===== config.mk =====
export PLATFORM = sky130hd
export DESIGN_NAME = addr_form_parser
export DESIGN_NICKNAME = d
export VERILOG_FILES = /design/src/rtl/addr_form_pkg.sv /design/src/rtl/af_field_decode.sv /design/src/rtl/af_disp_gather.sv /design/src/rtl/af_step_fsm.sv /design/src/rtl/addr_form_parser.sv
export SDC_FILE = /design/constraint.sdc
export NUM_CORES = 1
export LEC_CHECK = 0
export BUFFER_PORTS_ARGS = -buffer_cell sky130_fd_sc_hd__buf_2
export CORE_AREA = 2 2 88 90
export CTS_BUF_LIST = sky130_fd_sc_hd__clkbuf_16
export CTS_CLUSTER_DIAMETER = 60
export DETAILED_ROUTE_END_ITERATION = 8
export DIE_AREA = 0 0 90 92
export GPL_TIMING_DRIVEN = 0
export PLACE_DENSITY = 0.73
export SLEW_MARGIN = 15
export SYNTH_ARGS = -nofsm -noshare
export SYNTH_HDL_FRONTEND = slang
export SYNTH_HIERARCHICAL = 1
export SYNTH_SLANG_ARGS = --single-unit

===== constraint.sdc =====
create_clock -name clk -period 3.87 [get_ports clk]
set_clock_uncertainty 0.05 [all_clocks]
set_input_delay 0 -clock clk [delete_from_list [all_inputs] [get_ports clk]]
set_output_delay 0 -clock clk [all_outputs]
set_load 0.005 [all_outputs]

===== src/rtl/addr_form_pkg.sv =====
package addr_form_pkg;

    localparam int BYTE_W   = 8;
    localparam int DISP_W   = 32;
    localparam int LANES    = DISP_W / BYTE_W;
    localparam int LANE_W   = $clog2(LANES);
    localparam int SEL_W    = 4;
    localparam int LEN_W    = 3;
    localparam int DLEN_W   = 3;

    localparam logic [1:0] AM_16 = 2'b00;

    localparam logic [SEL_W-1:0] GP_BX = 4'd3;
    localparam logic [SEL_W-1:0] GP_BP = 4'd5;
    localparam logic [SEL_W-1:0] GP_SI = 4'd6;
    localparam logic [SEL_W-1:0] GP_DI = 4'd7;

    typedef enum logic [1:0] {
        ST_MODRM = 2'b00,
        ST_SIB   = 2'b01,
        ST_DISP  = 2'b10
    } step_t;

    typedef struct packed {
        logic             is_reg;
        logic [SEL_W-1:0] reg_sel;
        logic [SEL_W-1:0] rm_sel;
        logic             sib_used;
        logic [1:0]       scale_log2;
        logic             base_used;
        logic [SEL_W-1:0] base_sel;
        logic             index_used;
        logic [SEL_W-1:0] index_sel;
        logic             ip_relative;
        logic             ip_narrow;
    } operand_t;

endpackage


===== src/rtl/af_field_decode.sv =====
module af_field_decode
    import addr_form_pkg::*;
(
    input  logic [BYTE_W-1:0] modrm,
    input  logic [BYTE_W-1:0] sib,
    input  logic [1:0]        mode,
    input  logic              ext_r,
    input  logic              ext_x,
    input  logic              ext_b,
    input  logic              ovr,
    output operand_t          rec,
    output logic              need_sib,
    output logic [DLEN_W-1:0] disp_n
);

    logic [1:0] f_mod;
    logic [2:0] f_reg;
    logic [2:0] f_rm;
    logic [1:0] f_scale;
    logic [2:0] f_index;
    logic [2:0] f_base;
    logic       narrow16;
    logic       wide64;
    logic       xr;
    logic       xx;
    logic       xb;

    assign f_mod    = modrm[7:6];
    assign f_reg    = modrm[5:3];
    assign f_rm     = modrm[2:0];
    assign f_scale  = sib[7:6];
    assign f_index  = sib[5:3];
    assign f_base   = sib[2:0];
    assign narrow16 = (mode == AM_16);
    assign wide64   = mode[1];
    assign xr       = ext_r & wide64;
    assign xx       = ext_x & wide64;
    assign xb       = ext_b & wide64;

    always_comb begin
        rec         = '0;
        need_sib    = 1'b0;
        disp_n      = '0;
        rec.reg_sel = {xr, f_reg};
        rec.rm_sel  = {xb, f_rm};

        if (f_mod == 2'b11) begin
            rec.is_reg = 1'b1;
        end else if (narrow16) begin
            unique case (f_mod)
                2'b01:   disp_n = 3'd1;
                2'b10:   disp_n = 3'd2;
                default: disp_n = (f_rm == 3'b110) ? 3'd2 : 3'd0;
            endcase
            unique case (f_rm)
                3'b000: begin
                    rec.base_used  = 1'b1; rec.base_sel  = GP_BX;
                    rec.index_used = 1'b1; rec.index_sel = GP_SI;
                end
                3'b001: begin
                    rec.base_used  = 1'b1; rec.base_sel  = GP_BX;
                    rec.index_used = 1'b1; rec.index_sel = GP_DI;
                end
                3'b010: begin
                    rec.base_used  = 1'b1; rec.base_sel  = GP_BP;
                    rec.index_used = 1'b1; rec.index_sel = GP_SI;
                end
                3'b011: begin
                    rec.base_used  = 1'b1; rec.base_sel  = GP_BP;
                    rec.index_used = 1'b1; rec.index_sel = GP_DI;
                end
                3'b100: begin
                    rec.base_used = 1'b1; rec.base_sel = GP_SI;
                end
                3'b101: begin
                    rec.base_used = 1'b1; rec.base_sel = GP_DI;
                end
                3'b110: begin
                    if (f_mod != 2'b00) begin
                        rec.base_used = 1'b1; rec.base_sel = GP_BP;
                    end
                end
                default: begin
                    rec.base_used = 1'b1; rec.base_sel = GP_BX;
                end
            endcase
        end else begin
            unique case (f_mod)
                2'b01:   disp_n = 3'd1;
                2'b10:   disp_n = 3'd4;
                default: disp_n = 3'd0;
            endcase
            // special forms are keyed on the raw 3-bit fields, B ignored
            if (f_rm == 3'b100) begin
                need_sib       = 1'b1;
                rec.sib_used   = 1'b1;
                rec.scale_log2 = f_scale;
                if ({xx, f_index} != 4'b0100) begin
                    rec.index_used = 1'b1;
                    rec.index_sel  = {xx, f_index};
                end
                if (f_mod == 2'b00 && f_base == 3'b101) begin
                    disp_n = 3'd4;
                end else begin
                    rec.base_used = 1'b1;
                    rec.base_sel  = {xb, f_base};
                end
            end else if (f_mod == 2'b00 && f_rm == 3'b101) begin
                disp_n          = 3'd4;
                rec.ip_relative = wide64;
                rec.ip_narrow   = wide64 & ovr;
            end else begin
                rec.base_used = 1'b1;
                rec.base_sel  = {xb, f_rm};
            end
        end
    end

endmodule


===== src/rtl/af_disp_gather.sv =====
module af_disp_gather
    import addr_form_pkg::*;
(
    input  logic              clk,
    input  logic              rst,
    input  logic              take,
    input  logic              clear,
    input  logic [BYTE_W-1:0] in_byte,
    input  logic [DLEN_W-1:0] disp_n,
    output logic              last,
    output logic [DISP_W-1:0] disp_value
);

    logic [DISP_W-1:0] disp_q;
    logic [LANE_W-1:0] lane_q;
    logic [DISP_W-1:0] merged;

    generate
        for (genvar i = 0; i < LANES; i++) begin : g_lane
            assign merged[i*BYTE_W +: BYTE_W] =
                (take && lane_q == LANE_W'(i)) ? in_byte : disp_q[i*BYTE_W +: BYTE_W];
        end
    endgenerate

    assign last = take && ((DLEN_W'(lane_q) + DLEN_W'(1)) == disp_n);

    always_comb begin
        unique case (disp_n)
            3'd1:    disp_value = {{(DISP_W-8){merged[7]}}, merged[7:0]};
            3'd2:    disp_value = {{(DISP_W-16){merged[15]}}, merged[15:0]};
            3'd4:    disp_value = merged;
            default: disp_value = '0;
        endcase
    end

    always_ff @(posedge clk) begin
        if (rst || clear) begin
            disp_q <= '0;
            lane_q <= '0;
        end else if (take) begin
            disp_q <= merged;
            lane_q <= lane_q + LANE_W'(1);
        end
    end

    a_r11_lanes_hold: assert property (@(posedge clk) disable iff (rst)
        (!take && !clear) |=> ($stable(disp_q) && $stable(lane_q)));

    a_r9_byte_sign: assert property (@(posedge clk) disable iff (rst)
        (disp_n == 3'd1) |-> (disp_value[DISP_W-1:8] == {(DISP_W-8){disp_value[7]}}));

endmodule


===== src/rtl/af_step_fsm.sv =====
module af_step_fsm
    import addr_form_pkg::*;
(
    input  logic              clk,
    input  logic              rst,
    input  logic              in_valid,
    input  logic              need_sib,
    input  logic [DLEN_W-1:0] disp_n,
    input  logic              disp_last,
    output step_t             state,
    output logic              done
);

    step_t nxt;

    always_ff @(posedge clk) begin
        if (rst) state <= ST_MODRM;
        else     state <= nxt;
    end

    always_comb begin
        nxt = state;
        if (in_valid) begin
            unique case (state)
                ST_MODRM: begin
                    if (need_sib)          nxt = ST_SIB;
                    else if (disp_n != '0) nxt = ST_DISP;
                end
                ST_SIB:   nxt = (disp_n != '0) ? ST_DISP : ST_MODRM;
                ST_DISP:  if (disp_last) nxt = ST_MODRM;
                default:  nxt = ST_MODRM;
            endcase
        end
    end

    always_comb begin
        done = 1'b0;
        if (in_valid) begin
            unique case (state)
                ST_MODRM: done = !need_sib && (disp_n == '0);
                ST_SIB:   done = (disp_n == '0);
                ST_DISP:  done = disp_last;
                default:  done = 1'b0;
            endcase
        end
    end

    a_r10_done_needs_valid: assert property (@(posedge clk) disable iff (rst)
        done |-> in_valid);

    a_r10_done_returns: assert property (@(posedge clk) disable iff (rst)
        done |=> (state == ST_MODRM));

    a_r11_stall_holds: assert property (@(posedge clk) disable iff (rst)
        !in_valid |=> $stable(state));

endmodule


===== src/rtl/addr_form_parser.sv =====
module addr_form_parser
    import addr_form_pkg::*;
(
    input  logic        clk,
    input  logic        rst,
    input  logic        in_valid,
    input  logic [7:0]  in_byte,
    input  logic [1:0]  addr_mode,
    input  logic        rex_r,
    input  logic        rex_x,
    input  logic        rex_b,
    input  logic        asz_ovr,
    output logic        done,
    output logic [2:0]  byte_count,
    output logic        is_reg,
    output logic [3:0]  reg_sel,
    output logic [3:0]  rm_sel,
    output logic        sib_used,
    output logic [1:0]  scale_log2,
    output logic        base_used,
    output logic [3:0]  base_sel,
    output logic        index_used,
    output logic [3:0]  index_sel,
    output logic        ip_relative,
    output logic        ip_narrow,
    output logic [2:0]  disp_len,
    output logic [31:0] disp_value
);

    step_t             state;
    logic              at_modrm;
    logic              at_sib;
    logic              take_disp;
    logic [BYTE_W-1:0] modrm_q;
    logic [BYTE_W-1:0] sib_q;
    logic [1:0]        mode_q;
    logic [2:0]        ext_q;
    logic              ovr_q;
    logic [BYTE_W-1:0] modrm_eff;
    logic [BYTE_W-1:0] sib_eff;
    logic [1:0]        mode_eff;
    logic [2:0]        ext_eff;
    logic              ovr_eff;
    operand_t          rec;
    logic              need_sib;
    logic [DLEN_W-1:0] disp_n;
    logic              disp_last;

    assign at_modrm  = (state == ST_MODRM);
    assign at_sib    = (state == ST_SIB);
    assign take_disp = in_valid && (state == ST_DISP);

    // the byte on the port counts as already captured in its own cycle
    assign modrm_eff = at_modrm ? in_byte : modrm_q;
    assign sib_eff   = at_sib   ? in_byte : sib_q;
    assign mode_eff  = at_modrm ? addr_mode : mode_q;
    assign ext_eff   = at_modrm ? {rex_r, rex_x, rex_b} : ext_q;
    assign ovr_eff   = at_modrm ? asz_ovr : ovr_q;

    always_ff @(posedge clk) begin
        if (rst) begin
            modrm_q <= '0;
            sib_q   <= '0;
            mode_q  <= '0;
            ext_q   <= '0;
            ovr_q   <= 1'b0;
        end else if (in_valid) begin
            if (at_modrm) begin
                modrm_q <= in_byte;
                mode_q  <= addr_mode;
                ext_q   <= {rex_r, rex_x, rex_b};
                ovr_q   <= asz_ovr;
            end
            if (at_sib) sib_q <= in_byte;
        end
    end

    af_field_decode u_decode (
        .modrm    (modrm_eff),
        .sib      (sib_eff),
        .mode     (mode_eff),
        .ext_r    (ext_eff[2]),
        .ext_x    (ext_eff[1]),
        .ext_b    (ext_eff[0]),
        .ovr      (ovr_eff),
        .rec      (rec),
        .need_sib (need_sib),
        .disp_n   (disp_n)
    );

    af_step_fsm u_fsm (
        .clk       (clk),
        .rst       (rst),
        .in_valid  (in_valid),
        .need_sib  (need_sib),
        .disp_n    (disp_n),
        .disp_last (disp_last),
        .state     (state),
        .done      (done)
    );

    af_disp_gather u_disp (
        .clk        (clk),
        .rst        (rst),
        .take       (take_disp),
        .clear      (done),
        .in_byte    (in_byte),
        .disp_n     (disp_n),
        .last       (disp_last),
        .disp_value (disp_value)
    );

    assign byte_count  = LEN_W'(1) + LEN_W'(rec.sib_used) + LEN_W'(disp_n);
    assign disp_len    = disp_n;
    assign is_reg      = rec.is_reg;
    assign reg_sel     = rec.reg_sel;
    assign rm_sel      = rec.rm_sel;
    assign sib_used    = rec.sib_used;
    assign scale_log2  = rec.scale_log2;
    assign base_used   = rec.base_used;
    assign base_sel    = rec.base_sel;
    assign index_used  = rec.index_used;
    assign index_sel   = rec.index_sel;
    assign ip_relative = rec.ip_relative;
    assign ip_narrow   = rec.ip_narrow;

    a_r2_reg_form_short: assert property (@(posedge clk) disable iff (rst)
        (done && is_reg) |-> (byte_count == 3'd1 && disp_len == 3'd0 && !sib_used));

    a_r4_no_sib_narrow: assert property (@(posedge clk) disable iff (rst)
        (done && mode_eff == AM_16) |-> !sib_used);

    a_r6_ip_no_base: assert property (@(posedge clk) disable iff (rst)
        (done && ip_relative) |-> (!base_used && !index_used && disp_len == 3'd4));

    a_r13_ext_silent: assert property (@(posedge clk) disable iff (rst)
        (done && !mode_eff[1]) |-> (!reg_sel[3] && !rm_sel[3] && !base_sel[3] && !index_sel[3]));

endmodule


==> impl_summary.md, run 1 <==
Routing
In the routed design, unresolved DRC markers number 0. The number of vias per cell is 5.34. The number of vias in the routed layout is 3165. The post-detailed-route count of antenna-violating nets is 0.

The count of TritonRoute iterations in the first routing pass is 4. The total wire length is 9400 um. In this run, the number of DRC markers left after iteration 0 of detailed routing was 217. The mean routed wirelength per cell is roughly 16 um.

Synthesis
The proportion of register bits with asynchronous set or reset after synthesis is 0. The count of unique library cells instantiated by Yosys is 55. The post-synthesis instance area is roughly 0.0036 mm^2.

Of the post-synthesis cell area, the dominant cell type holds 0.323. The count of yosys warnings during synthesis is 6. For this run, the register share of the synthesized area comes to 0.323. Counting flops and latches in the post-synthesis netlist gives 58. The most instantiated flip-flop cell in the synthesis netlist is dfxtp_1.

Counting instances in the post-synthesis netlist gives the leading cell types as 58 x dfxtp_1, 53 x mux2i_1, 47 x nor2_1. Dividing the synthesized area by the synthesized cell count gives a little over 9 um^2. The leading area contributor after synthesis is dfxtp_1.

The synthesized instance count is 384. The total nets after synthesis is 412. The number of flops mapped to enable cells by yosys is 0. In the post-synthesis netlist, the cell with the most instances is dfxtp_1. By area the synthesized netlist is led by dfxtp_1 32%, mux2i_1 15%, mux2_2 6.9%.

Placed design
The post-placement cell area is 0.00412 mm^2. The count of port buffers added during placement is 79. The HPWL reported at the end of detailed placement is 6670 um. At the end of routability-driven placement, the weighted congestion stood at 0.908.

Die
The die covers 0.00828 mm^2. The horizontal die dimension is 90 um. The vertical extent of the die is slightly above 90 um. After floorplanning, the core was sized to cover between 0.007 and 0.008 mm^2. In this run the core area contains 32 standard-cell rows. The number of I/O pins is 80.

For this configuration, the core starts out at a cell density of 0.483.

Final layout
The post-layout net count is 514. From synthesis to final layout, the design area changed by 28.4%. The post-route standard cell area excluding fillers is 0.00461 mm^2. The antenna diode instance count is 0. The layout has 662 filler cells.

Of the cells placed in the final design, the portion with a size suffix greater than 1 is 0.363.

Clock tree
TritonCTS built the clock tree. At the later pin of the worst-skew pair, clock insertion delay measures 320 ps. The clock drives a little under 60 sinks. The number of buffers inserted during clock tree synthesis is 9. The maximum buffer depth of the clock tree is 2. The clock root buffer is clkbuf_16.

The clock tree synthesis step divided the H-tree into 3 levels. The clock transition at the registers of the reported paths is about 60 ps.

Timing
The transition at the pin with the smallest max-transition slack is 495 ps. Setup repair after global routing left no endpoint under its margin. Setup violations remaining at the end of the flow were counted as 0.

The max-slew violation total from the final report is 0. The minimum period implied by the final worst setup slack is around 3700 ps. In the finished design, the share of the clock period the worst path needs comes to 0.944. The maximum clock frequency is about 0.27 GHz. The final count of hold timing violations is 0. In this run the tightest slew margin relative to its limit is 0.669.

Pwr
The share of total power dissipated in the clock network is 0.431. The power per cell area is 435 mW/mm^2. Summed over all nets, the switching power comes to 0.000586 W. The internal portion of the total power is around 0.0014 W. Of the total power, the share spent switching nets is 0.292. The analysis attributes to cell leakage a power of around 2.3 nW. The worst voltage drop across the vdd grid is 0.000287 V. The sequential power share is 0.317. Of the total power, combinational logic draws 0.253. The design draws 0.00201 W.

Critical path
STA classifies the critical path startpoint as a register. For the worst setup path, the data arrival time is 3860 ps. For the worst setup path, the data required time is 4080 ps. Of all nets on the critical path, the largest fanout is 10.

The worst setup path is of the reg2reg kind. The endpoint kind of the worst setup timing path is a register. The count of cells along the worst register-to-register path is 15.

Global route
In the global route stage, met3 resource usage came out at 0.0468. Entering global routing, the biggest net connects 13 pins. The met2 usage in global routing is 0.385. The initial antenna violation count was 0. The global-route wire length before repair is 15400 um.

The residual overflow from global routing is 0. In the global route stage, met1 resource usage came out at 0.298. After global routing, the most crowded layer is met2. The via count of the first global-routing pass is 3223. In the global route stage, overall resource usage came out at 0.232.

Hold path
Along the worst hold path, the cell count comes to 3. The path class of the tightest hold or removal check is in2reg.

Job
The tool flagged a number of max-cap violations equal to 0.

Outcome
The flow ran to the end, and the final reports show no timing, DRC or antenna violations.
power by group through the flow:
stage | Clock [W] | Sequential, W | Combinational (W)
6_report | 0.000864 | 0.000636 | 0.000507
5_1_grt | 0.000906 | 0.000639 | 0.000553
4_1_cts | 0.000872 | 0.000635 | 0.000495
3_5_place_dp | 0 | 0.000647 | 0.000466
3_3_place_gp | 0 | 0.000645 | 0.000456
2_1_floorplan | 0 | 0.000643 | 0.000324
worst max-delay path, stage by stage (launching register included):
cell and delay [ps]:
dfxtp_2 380, nor2_4 140, buf_4 210, mux2_2 390, inv_1 130, ha_4 200, nand4b_1 180, o41ai_4 350
o21a_4 250, xor2_1 150, nor3_1 80, and3b_1 160, o21a_1 170, or2_2 370, clkbuf_2 230, nor2_1 130
placed cells by master, fill, tap and decap left out, types with 9 or more instances in the layout:
cell type / netlist / final
buf_2: 6 / 86
dfxtp_1: 58 / 56
nor2_1: 47 / 47
clkbuf_16: 0 / 9
ha_1: 11 / 10
mux2_2: 22 / 22
mux2i_1: 53 / 53
buf_4: 11 / 16
nand2_1: 9 / 9
o211ai_1: 10 / 10
o211ai_2: 10 / 10
nand2b_1: 37 / 37
inv_1: 12 / 12
sequential cells by signal, indices dropped and copies added, names as in the netlist:
signal and flops:
modrm_q 8, mode_q 2, ovr_q 1, u_disp/disp_q 32, u_disp/lane_q 2, u_fsm/state 2
ext_q 3, sib_q 8
metal layers:
metal | part of all wire | vias up | wire [um]
li1 | - | 1538 | -
met5 | 0 | - | 0
met3 | 0.042 | 8 | 395
met1 | 0.46 | 1527 | 4300
met2 | 0.49 | 92 | 4560
met4 | 0.015 | 0 | 142
worst paths after layout:
kind | start | slack, ps | end
min | in_byte[5] | 10 | sib_q[5]$_SDFFE_PP0P_
min reg2reg | ext_q[2]$_SDFFE_PP0P_ | 420 | ext_q[2]$_SDFFE_PP0P_
max reg2reg | u_fsm/state[0]$_SDFFE_PP0P_ | 220 | u_disp/disp_q[29]$_SDFFE_PP0P_
max | u_fsm/state[0]$_SDFFE_PP0P_ | 220 | u_disp/disp_q[29]$_SDFFE_PP0P_
logic make-up after synthesis:
logic type,share of synthesized area
xor gates and xnor gates,0.0146
muxes,0.217
and+or+nand+nor,0.216
DFF,0.323
buffers and inverters,0.0710
AOI/OAI and AO/OA,0.120
adders and majority gates,0.0383
per-stage QoR:
stage                     setup TNS, ps  hold WS (ps)   util  std cells  worst slack (ps)
final                                 0          10.3  0.620        593               217
after global routing                  0          16.7  0.620        593              58.9
after CTS                             0          4.88  0.617        593              11.7
after detailed placement         -27380           230  0.553        565              -818
after global placement           -20340           224  0.553        565              -652
after floorplan                       0          22.4      -        384               190
repair_timing:
| action | 4_1_cts | 5_1_grt |
|---|---|---|
| pin swaps | 3 | 1 |
| endpoints found under the setup margin | 67 | 51 |
| hold endpoints to repair | 10 | 0 |
| hold buffers | 8 | 0 |
| resized for setup | 9 | 6 |
| buffers inserted | 5 | 0 |
layout make-up:
class                   instances  area [um^2]  share of cell area
multi-input cells             283         2230               0.483
clock inverters                 7          101              0.0220
flip-flops and latches         58         1160               0.252
inverters                      12         45.0             0.00976
plain buffers                  30          210              0.0456
well taps                     102          128              0.0277
repair buffers                 92          513               0.111
clock buffers                   9          225              0.0488
No activity file was read; power rests on OpenSTA's default activity.
==> run 2: changes to the inputs <==
Settings changed: HOLD_SLACK_MARGIN set to 0.02.
==> impl_summary.md, run 2 (synthesis gave the netlist of run 1 again) <==
Clock tree
The depth of the CTS H-tree is 3. The number of clock sinks seen by CTS is 58. Clock-pin slew was measured on the worst setup and hold paths at roughly 50 ps. The maximum buffer depth of the clock tree is 2.

The tree is rooted in a clkbuf_16. The CTS tree is done. The later-pin clock latency in the skew report is about 320 ps. TritonCTS created 9 clock buffers.

Final layout
The register with the most flip-flops is u_disp/disp_q. The register with the most flip-flops in the layout has 32 of them. The utilization after layout is 0.627.

The post-route standard cell area excluding fillers is 0.00467 mm^2. In the final design database the tool counted 520 nets. The ratio of cells with drive above 1 in the final layout is 0.356. Leaving out fill and tap cells, the most frequent cell in the layout is buf_2.

The synthesis-to-finish area growth is 30.0%. In the layout the commonest cells are 85 x buf_2, 56 x dfxtp_1, 53 x mux2i_1. The number of antenna diodes in the final layout is 0. The multi-input combinational cells in the finished layout cover a total of 0.00222 mm^2. The largest registers in the layout are u_disp/disp_q: 32 flops, modrm_q: 8 flops, sib_q: 8 flops.

The number of inserted filler cells in the final layout is 657. The footprint of the flip-flops and latches is 0.00116 mm^2.

Global route
The global-route usage over all layers is 0.234. The residual overflow from global routing is 0. The first global-routing pass estimated ~16000 um of wire. The largest net degree at the start of global routing is 13.

The via count of the first global-routing pass was 3277. The initial antenna violation count is 0.

Routing
The routed design has between 9000 and 10000 um of wire. Dividing the detail-routed wire length by the instance count gives between 15 and 20 um. Dividing the detail-routed via count by the number of cells gives 5.29.

The number of vias in the routed layout is 3171. The detailed router finished its first iteration with about 250 violations. The post-detailed-route count of antenna-violating nets is 0. The first TritonRoute pass finished after 5 iterations. After detailed routing, the number of remaining DRC violations is 0.

Pwr
Of the total power, the clock network draws 0.430. Summed over all nets, the switching power comes to 0.000587 W. The leakage power is approximately 2.4 nW.

Total power for the finished layout comes to 0.00201 W. For this design the ratio of total power to cell area is around 430 mW/mm^2. Of the total power, combinational logic draws 0.254.

The total internal power is 0.00143 W. The worst voltage drop across the vdd grid is ~0.00029 V. Of the total power, the share spent switching nets is 0.292.

The sequential power share is 0.316.

Critical path
The highest fanout seen on the critical path is 10. STA puts the critical path data required time at 4070 ps. The startpoint identified for the worst register-to-register timing path is u_fsm/state[0]$_SDFFE_PP0P_. The slack of the worst reg-to-reg path is 200 ps. STA puts the critical path data arrival time at slightly below 4000 ps.

The critical path class is reg2reg. The worst setup path is captured at a register. The number of cells on the worst reg-to-reg path is 15. The endpoint identified for the worst register-to-register timing path is u_disp/disp_q[5]$_SDFFE_PP0P_. The worst setup path is launched from a register.

Timing
The max-slew violation total from the final report is 0. The setup TNS after final layout is 0 ps. Based on the critical path, the design can be clocked at up to approximately 0.27 GHz. For the pin with the worst max-slew slack, the measured transition is ~700 ps. Setup repair after global routing left no endpoint under its margin.

Setup slack on the critical path of the routed design comes to 198 ps. The final count of hold timing violations is 0. Dividing the final minimum period by the clock period gives 0.949. Setup violations remaining at the end of the flow were counted as 0. After layout, the minimum clock period comes to 3670 ps. The normalized max-slew margin is 0.533.

Hold path
The hold-critical path endpoint is sib_q[0]$_SDFFE_PP0P_. The launch point of the worst hold path is in_byte[0]. The path class of the tightest hold or removal check is in2reg. The worst hold path was traced through 3 stages.

Die
The initial utilization of the core area, before any placement, comes to 0.483. The vertical extent of the die is 92 um. The horizontal die dimension is 90 um. In this run the core area contains 32 standard-cell rows. The number of I/O pins is 80. The die footprint is 0.00828 mm^2. The region available for standard cell placement spans 0.00745 mm^2.

Placed design
The final weighted congestion in routability-driven placement is 0.908. The HPWL reported at the end of detailed placement is 6670 um. After detailed placement, the total cell area comes to 0.00412 mm^2. OpenSTA, run right after detailed placement, puts the worst setup slack at -818 ps. Input and output buffers added on the ports amount to 79.

Job
The max capacitance violation total is 0.

Outcome
The flow ran to the end, and the final reports show no timing, DRC or antenna violations.
==> run 2: final cells by class <==
cell class | count | area share
buffer | 30 | 0.0450
clock buffer | 9 | 0.0482
clock inverter | 7 | 0.0217
inverter | 12 | 0.00964
multi-input combinational | 283 | 0.476
sequential | 58 | 0.249
tap | 102 | 0.0273
timing repair buffer | 98 | 0.123
==> run 2: per-stage QoR <==
| stage | cells | hold WS (ps) |
|---|---|---|
| final | 599 | 31.0 |
| after global routing | 599 | 49.6 |
| after CTS | 599 | 23.8 |
| after detailed placement | 565 | 230 |
| after global placement | 565 | 224 |
| after floorplan | 384 | 22.4 |
==> run 2: metal layers <==
layer / global-route usage / vias to the layer above / share of wire
met4: 0.0885 / 0 / 0.014
met1: 0.297 / 1527 / 0.47
li1: - / 1556 / -
met3: 0.0485 / 9 / 0.032
met2: 0.393 / 79 / 0.49
met5: 0 / - / 0
==> run 2: how the worst max path moves through the flow <==
stage | startpoint | end | slack, ps | depth (start not counted)
after global routing | u_fsm/state[0]$_SDFFE_PP0P_ | u_fsm/state[1]$_SDFFE_PP0P_ | 40 | 14
after floorplan | u_fsm/state[1]$_SDFFE_PP0P_ | u_disp/disp_q[10]$_SDFFE_PP0P_ | 190 | 14
final | u_fsm/state[0]$_SDFFE_PP0P_ | u_disp/disp_q[5]$_SDFFE_PP0P_ | 200 | 15
after detailed placement | u_fsm/state[1]$_SDFFE_PP0P_ | u_disp/disp_q[5]$_SDFFE_PP0P_ | -820 | 14
after CTS | u_fsm/state[0]$_SDFFE_PP0P_ | u_disp/disp_q[5]$_SDFFE_PP0P_ | 10 | 15
after global placement | u_fsm/state[1]$_SDFFE_PP0P_ | u_disp/disp_q[8]$_SDFFE_PP0P_ | -650 | 14
==> run 2: worst max-delay path, stage by stage, from the launching register on <==
cell and delay, ps:
dfxtp_2 380, nor2_4 140, buf_4 210, mux2_2 390, inv_1 130, ha_4 200
nand4b_1 180, o41ai_4 350, o21a_4 250, xor2_1 150, nor3_1 80, and3b_1 160
o21a_1 170, or2_2 380, clkbuf_2 230, nor2_1 130
==> run 2: power by group through the flow <==
stage                     combinational, W  clock, W  sequential [W]
after CTS                         0.000501  0.000872        0.000635
after detailed placement          0.000466         0        0.000647
final                             0.000511  0.000865        0.000636
after floorplan                   0.000324         0        0.000643
after global routing              0.000557  0.000906        0.000639
after global placement            0.000456         0        0.000645
==> run 2: repair_timing <==
| item | 4_1_cts | 5_1_grt |
|---|---|---|
| endpoints found under the setup margin | 67 | 52 |
| setup buffers | 5 | 0 |
| resized for setup | 9 | 4 |
| hold endpoints to repair | 17 | 0 |
| pin swaps | 3 | 2 |
| hold buffers | 14 | 0 |
